<file path="config.mk">
export PLATFORM = sky130hd
export DESIGN_NAME = afifo_dreq
export DESIGN_NICKNAME = d
export VERILOG_FILES = /design/src/rtl/afifo_pkg.sv /design/src/rtl/afifo_store.sv /design/src/rtl/afifo_mark.sv /design/src/rtl/afifo_dreq.sv
export SDC_FILE = /design/constraint.sdc
export NUM_CORES = 1
export LEC_CHECK = 0
export ABC_AREA = 1
export CORE_MARGIN = 4
export CORE_UTILIZATION = 44
export CTS_BUF_LIST = sky130_fd_sc_hd__clkbuf_2
export DETAILED_ROUTE_END_ITERATION = 8
export PLACE_DENSITY = 0.6
export SKIP_CTS_REPAIR_TIMING = 1
export SYNTH_ARGS = -nofsm -noshare
export SYNTH_HDL_FRONTEND = slang
export SYNTH_SLANG_ARGS = --single-unit
export TNS_END_PERCENT = 5
</file>
<file path="constraint.sdc">
create_clock -name clk -period 5.3 [get_ports clk]
set_clock_uncertainty 0.05 [all_clocks]
set_input_delay 0.795 -clock clk [delete_from_list [all_inputs] [get_ports clk]]
set_output_delay 0.795 -clock clk [all_outputs]
set_load 0.02 [all_outputs]
</file>
<file path="src/rtl/afifo_pkg.sv">
package afifo_pkg;

    typedef enum logic [1:0] {
        SEL_CTRL = 2'd0,
        SEL_THR  = 2'd1,
        SEL_DATA = 2'd2,
        SEL_NONE = 2'd3
    } reg_sel_e;

    localparam int B_RST   = 0;
    localparam int B_OVF   = 1;
    localparam int B_UNF   = 2;
    localparam int B_EN    = 3;
    localparam int B_CHLO  = 4;
    localparam int B_PAR   = 8;
    localparam int B_FLUSH = 9;
    localparam int B_EMPTY = 10;
    localparam int B_FULL  = 11;
    localparam int B_LATE  = 15;

    localparam int TW = 6;

    typedef struct packed {
        logic       par;
        logic [3:0] chan;
        logic       en;
    } ctrl_t;

    typedef struct packed {
        logic [TW-1:0] pan_hi;
        logic [TW-1:0] pan_lo;
        logic [TW-1:0] dma_hi;
        logic [TW-1:0] dma_lo;
    } thr_t;

    typedef struct packed {
        logic late;
        logic unf;
        logic ovf;
    } err_t;

    function automatic logic [31:0] fix_parity(input logic [31:0] w, input logic gen);
        logic [31:0] r;
        r = w;
        if (gen) r[31] = ^w[30:0];
        return r;
    endfunction

    function automatic thr_t thr_unpack(input logic [31:0] d);
        thr_t t;
        t.pan_hi = d[29:24];
        t.pan_lo = d[21:16];
        t.dma_hi = d[13:8];
        t.dma_lo = d[5:0];
        return t;
    endfunction

endpackage

</file>
<file path="src/rtl/afifo_store.sv">
module afifo_store #(
    parameter int W     = 32,
    parameter int DEPTH = 32,
    localparam int AW   = (DEPTH > 1) ? $clog2(DEPTH) : 1,
    localparam int LW   = $clog2(DEPTH + 1)
) (
    input  logic          clk,
    input  logic          rst,
    input  logic          clr,
    input  logic          push,
    input  logic [W-1:0]  push_data,
    input  logic          pop,
    output logic [W-1:0]  pop_data,
    output logic [LW-1:0] level,
    output logic          full,
    output logic          empty
);
    logic [W-1:0]  mem [DEPTH];
    logic [AW-1:0] wr_ptr, rd_ptr;

    function automatic logic [AW-1:0] bump(input logic [AW-1:0] p);
        return (p == AW'(DEPTH - 1)) ? '0 : p + 1'b1;
    endfunction

    assign full     = (level == LW'(DEPTH));
    assign empty    = (level == '0);
    assign pop_data = mem[rd_ptr];

    always_ff @(posedge clk) begin
        if (push) mem[wr_ptr] <= push_data;
    end

    always_ff @(posedge clk) begin
        if (rst || clr) begin
            wr_ptr <= '0;
            rd_ptr <= '0;
            level  <= '0;
        end else begin
            if (push) wr_ptr <= bump(wr_ptr);
            if (pop)  rd_ptr <= bump(rd_ptr);
            case ({push, pop})
                2'b10:   level <= level + 1'b1;
                2'b01:   level <= level - 1'b1;
                default: level <= level;
            endcase
        end
    end
endmodule

</file>
<file path="src/rtl/afifo_mark.sv">
module afifo_mark #(
    parameter int LW = 6,
    parameter int TW = 6,
    localparam int CW = (LW > TW) ? LW : TW
) (
    input  logic          clk,
    input  logic          rst,
    input  logic          enable,
    input  logic [LW-1:0] level,
    input  logic [TW-1:0] lo,
    input  logic [TW-1:0] hi,
    output logic          req
);
    logic [CW-1:0] lv, lo_x, hi_x;
    assign lv   = CW'(level);
    assign lo_x = CW'(lo);
    assign hi_x = CW'(hi);

    always_ff @(posedge clk) begin
        if (rst || !enable)  req <= 1'b0;
        else if (lv <= lo_x) req <= 1'b1;
        else if (lv >= hi_x) req <= 1'b0;
    end
endmodule

</file>
<file path="src/rtl/afifo_dreq.sv">
module afifo_dreq
    import afifo_pkg::*;
#(
    parameter int DEPTH    = 32,
    parameter int DMA_LO0  = 8,
    parameter int DMA_HI0  = 16,
    parameter int PAN_LO0  = 2,
    parameter int PAN_HI0  = 4,
    localparam int LW      = $clog2(DEPTH + 1)
) (
    input  logic        clk,
    input  logic        rst,
    input  logic        reg_wr,
    input  logic [1:0]  reg_sel,
    input  logic [31:0] wr_data,
    input  logic        samp_strobe,
    output logic [31:0] ctrl_rdata,
    output logic        out_valid,
    output logic [31:0] out_word,
    output logic        dma_req,
    output logic        panic_req,
    output logic        fifo_full,
    output logic        fifo_empty
);
    reg_sel_e sel;
    ctrl_t    ctrl;
    thr_t     thr;
    err_t     err, err_ev;
    logic     ctrl_wr, thr_wr, data_wr, clr, push, pop, strobe_en;
    logic [3:0]    slot, grp;
    logic [31:0]   pop_data;
    logic [LW-1:0] level;

    assign sel     = reg_sel_e'(reg_sel);
    assign ctrl_wr = reg_wr && (sel == SEL_CTRL);
    assign thr_wr  = reg_wr && (sel == SEL_THR);
    assign data_wr = reg_wr && (sel == SEL_DATA);
    assign clr     = ctrl_wr && (wr_data[B_FLUSH] || wr_data[B_RST]);

    assign strobe_en = samp_strobe && ctrl.en && !clr;
    assign push      = data_wr && !fifo_full;
    assign pop       = strobe_en && !fifo_empty;
    assign grp       = (ctrl.chan == 4'd0) ? 4'd1 : ctrl.chan;

    assign err_ev.ovf  = data_wr && fifo_full;
    assign err_ev.late = strobe_en && fifo_empty && (slot == 4'd0);
    assign err_ev.unf  = strobe_en && fifo_empty && (slot != 4'd0);

    afifo_store #(.W(32), .DEPTH(DEPTH)) u_store (
        .clk(clk), .rst(rst), .clr(clr),
        .push(push), .push_data(wr_data),
        .pop(pop), .pop_data(pop_data),
        .level(level), .full(fifo_full), .empty(fifo_empty)
    );

    logic [TW-1:0] lo_a [2];
    logic [TW-1:0] hi_a [2];
    logic [1:0]    req_a;
    assign lo_a[0] = thr.dma_lo;
    assign hi_a[0] = thr.dma_hi;
    assign lo_a[1] = thr.pan_lo;
    assign hi_a[1] = thr.pan_hi;

    for (genvar g = 0; g < 2; g++) begin : g_mark
        afifo_mark #(.LW(LW), .TW(TW)) u_mark (
            .clk(clk), .rst(rst), .enable(ctrl.en),
            .level(level), .lo(lo_a[g]), .hi(hi_a[g]), .req(req_a[g])
        );
    end
    assign dma_req   = req_a[0];
    assign panic_req = req_a[1];

    always_ff @(posedge clk) begin
        if (rst) begin
            ctrl <= '0;
            thr  <= '{pan_hi: TW'(PAN_HI0), pan_lo: TW'(PAN_LO0),
                      dma_hi: TW'(DMA_HI0), dma_lo: TW'(DMA_LO0)};
        end else begin
            if (ctrl_wr) begin
                ctrl.en   <= wr_data[B_EN];
                ctrl.chan <= wr_data[B_CHLO +: 4];
                ctrl.par  <= wr_data[B_PAR];
            end
            if (thr_wr) thr <= thr_unpack(wr_data);
        end
    end

    always_ff @(posedge clk) begin
        if (rst || (ctrl_wr && wr_data[B_RST])) begin
            err <= '0;
        end else begin
            err.ovf  <= err_ev.ovf  | (err.ovf  & ~(ctrl_wr & wr_data[B_OVF]));
            err.unf  <= err_ev.unf  | (err.unf  & ~(ctrl_wr & wr_data[B_UNF]));
            err.late <= err_ev.late | (err.late & ~(ctrl_wr & wr_data[B_LATE]));
        end
    end

    always_ff @(posedge clk) begin
        if (rst || clr)                slot <= '0;
        else if (pop)                  slot <= (slot + 4'd1 >= grp) ? 4'd0 : slot + 4'd1;
    end

    always_ff @(posedge clk) begin
        if (rst) begin
            out_valid <= 1'b0;
            out_word  <= '0;
        end else begin
            out_valid <= pop;
            if (pop) out_word <= fix_parity(pop_data, ctrl.par);
        end
    end

    always_comb begin
        ctrl_rdata                = '0;
        ctrl_rdata[B_OVF]         = err.ovf;
        ctrl_rdata[B_UNF]         = err.unf;
        ctrl_rdata[B_EN]          = ctrl.en;
        ctrl_rdata[B_CHLO +: 4]   = ctrl.chan;
        ctrl_rdata[B_PAR]         = ctrl.par;
        ctrl_rdata[B_EMPTY]       = fifo_empty;
        ctrl_rdata[B_FULL]        = fifo_full;
        ctrl_rdata[B_LATE]        = err.late;
    end
endmodule

</file>
==> results.md <==
- Distinct cells, synth: 41
- WP data required: 4.45 ns
- Root Driver: clkbuf_2
- Slew margin rel.: 1.42%
- Vias post-DR: ~33000
- Pwr Density: a little over 300 nW/um^2
- DRT iter0 DRCs: 3373
- Critical Path End Type: output port
- Placed instance count: 5608
- RSZ-0062 raised after global routing: no
- Placed Area: 49200 um^2
- Most frequent cells in the layout: 1627 x nand2_1, 1024 x edfxtp_1, 809 x nand3_1
- Synth Area in Adders: 1.04%
- DRC: 0
- Final GP Congestion: between 0.8 and 0.9
- Leakage: 0.0197 uW
- Max-cap check violation count: 0
- Mean routed wirelength per cell: 22.3 um
- Max incr delay on CP: 0.70 ns
- Vias in the first global route: 31872
- Seq cells post-synth: approximately 1100
- Post-DP HPWL: a little under 80000 um
- Min Tclk post-route: 4.16 ns
- I/O pins: 107
- Combinational power share: 4.0%
- Psw: 3940 uW
- Number of CTS-inserted buffers: about 300
- CTS tree: done
- Worst reg2reg setup slack: 1.25 ns
- ANT nets after route: 0
- Main combinational cell family by area after synthesis: simple AND/OR/NAND/NOR gates
- VDD IR max: 0.194 mV
- CTS Buffer Depth: 4
- Largest fanout on the critical path: 6
- Clock share of power: 36.4%
- Hold Path Class: input pin to register
- Clk sinks: about 1100
- Hold Slack: 0.116 ns
- Commonest non-fill, non-tap cell in the layout: nand2_1
- Setup TNS: 0 ns
- Fin. max-slew vios: 0
- Crit-path cells: inv_1, nand3_1, nor3_2, clkdlybuf4s50_1
- Status: finished, final reports clean
- Synth Area in Compound Gates: 2.53%
- Share of cells above drive strength 1: 13.7%
- Worst slack, placed: 1.11 ns
- Non-Filler Instances: 6132
- # rows: between 100 and 150
- Die Area: roughly 110000 um^2
- Count of buffers from port buffering: 85
- Setup-failing EPs final: 0
- WS Path Type: register to output port
- Area growth from synthesis to layout: 10.6%
- First-pass GRT wire length: 202000 um
- Fmax: roughly 0.24 GHz
- GRT Util Overall: 24.1%
- Crit share post-route: 78.5%
- Nets@finish: 4622
- Sequential-to-total area share from yosys stat: 69.3%
- Worst skew pair latency: 1.47 ns
- Starting density of the core: 44.5%
- Syn Inst Count: 4281
- Pin count of the biggest net entering global routing: 208
- Final hold vios: 0
- Fin worst setup slack: between 1 and 1.5 ns
- XOR/XNOR Fraction of Synth Area: less than 1%
- Core area: around 110000 um^2
- Mux contribution to synthesized area: 0%
- Drt pass-1 iters: 6
- WP data arrival: 3.31 ns
- Routed WL: between 100000 and 150000 um
- Die Height: 335 um
- GRT overflow: 0
- Design Area, Final: ~52000 um^2
- CP Launch Type: register
- Worst slew pin tran: 1.48 ns
- Yosys warning count: 0
- Avg Cell Area, Syn: between 10 and 15 um^2
- Clock transition at the registers of the reported paths: 0.11 ns
- Synth Area in Simple Gates: 22.5%
- Detailed-route vias per instance: 5.40
- Post-synth top flop: edfxtp_1
- H-tree Lvls: 5
- Sequential Power Share: 59.6%
- CP max-delay cell: clkdlybuf4s50_1
- Sw Ratio: 24.4%
- Chip Width: ~340 um
- Number of synthesized flops with an enable pin: 1024
- Synth async-reset ratio: 0%
- Initial antenna violation count: 5
- Post-Syn Area: roughly 47000 um^2
- Internal: approximately 12000 uW
[routing by layer]
| layer | vias to the layer above | GRT usage (%) | part of all wire, % |
|---|---|---|---|
| li1 | 15457 | - | - |
| met1 | 15973 | 33.5 | 43 |
| met2 | 1447 | 37.5 | 46 |
| met3 | 232 | 5.34 | 8.6 |
| met4 | 2 | 8.92 | 2.9 |
| met5 | - | 0 | 0.0066 |
[cell families after synthesis]
family | count (synthesis)
AND/OR/NAND/NOR | 2536
flip-flops | 1117
buffers and inverters | 363
AO/OA/AOI/OAI | 214
adder cells (fa/ha/maj) | 39
XOR/XNOR | 11
other | 1
[power by group through the flow]
stage	Clock (uW)	Sequential (uW)	Combinational [uW]
2_1_floorplan	0	9850	310
3_3_place_gp	0	9850	626
3_5_place_dp	0	9850	634
4_1_cts	6040	9650	636
5_1_grt	6520	9650	712
6_report	5890	9650	653
[stage by stage]
| step | utilization, % | total power (uW) |
|---|---|---|
| floorplan | - | 10200 |
| global placement | 46.6 | 10500 |
| detailed placement | 46.6 | 10500 |
| CTS | 49.0 | 16300 |
| global route | 49.2 | 16900 |
| finish | 49.2 | 16200 |
[cells in the mapped netlist, drive strengths merged (6+ instances only)]
| library cell | n | area [um^2] |
|---|---|---|
| ha | 39 | 488 |
| dfxtp | 93 | 1860 |
| o22ai | 9 | 56.3 |
| nor2 | 80 | 315 |
| xor2 | 6 | 52.6 |
| edfxtp | 1024 | 30700 |
| a21oi | 82 | 410 |
| nor3 | 15 | 85.1 |
| o21ai | 97 | 519 |
| inv | 94 | 360 |
| nand3 | 809 | 4050 |
| clkbuf | 38 | 143 |
| nand2 | 1627 | 6110 |
| buf | 231 | 1570 |
[final cells by class]
type | count | area [um^2]
diodes | 5 | 12.5
clock buffers | 447 | 2240
clock inverters | 49 | 320
fillers | 9689 | 53700
inverters | 94 | 382
multi-input cells | 2821 | 12700
flip-flops and latches | 1117 | 32600
well taps | 1391 | 1740
repair buffers | 208 | 2040
[critical path, delay by kind of cell (launching register included)]
kind	cells	cell delay (ns)
flops	1	0.37
simple gates	2	0.54
buf+inv	2	0.95
[flip-flops by register name, indices dropped and copies added (netlist names), named ones only]
| name | cells |
|---|---|
| u_store.mem | 1024 |
| slot | 4 |
| out_word | 32 |
| hi_a | 12 |
| u_store.wr_ptr | 5 |
| out_valid | 1 |
| u_store.level | 6 |
| u_store.rd_ptr | 5 |
| lo_a | 12 |
| g_mark.u_mark.req | 2 |
| ctrl_rdata | 9 |
[final timing paths]
check | from | endpoint | cells after the start
setup / recovery | u_store.level[0]$_SDFFE_PP0P_ | fifo_full | 4
setup reg to reg | register | out_word[31]$_SDFFE_PP0P_ | 20
hold reg to reg | lo_a[4]$_SDFFE_PP0P_ | lo_a[4]$_SDFFE_PP0P_ | 2
hold / removal | samp_strobe | ctrl_rdata[15]$_SDFF_PP0_ | 5
Note: power is estimated with default switching activity, not from simulation.
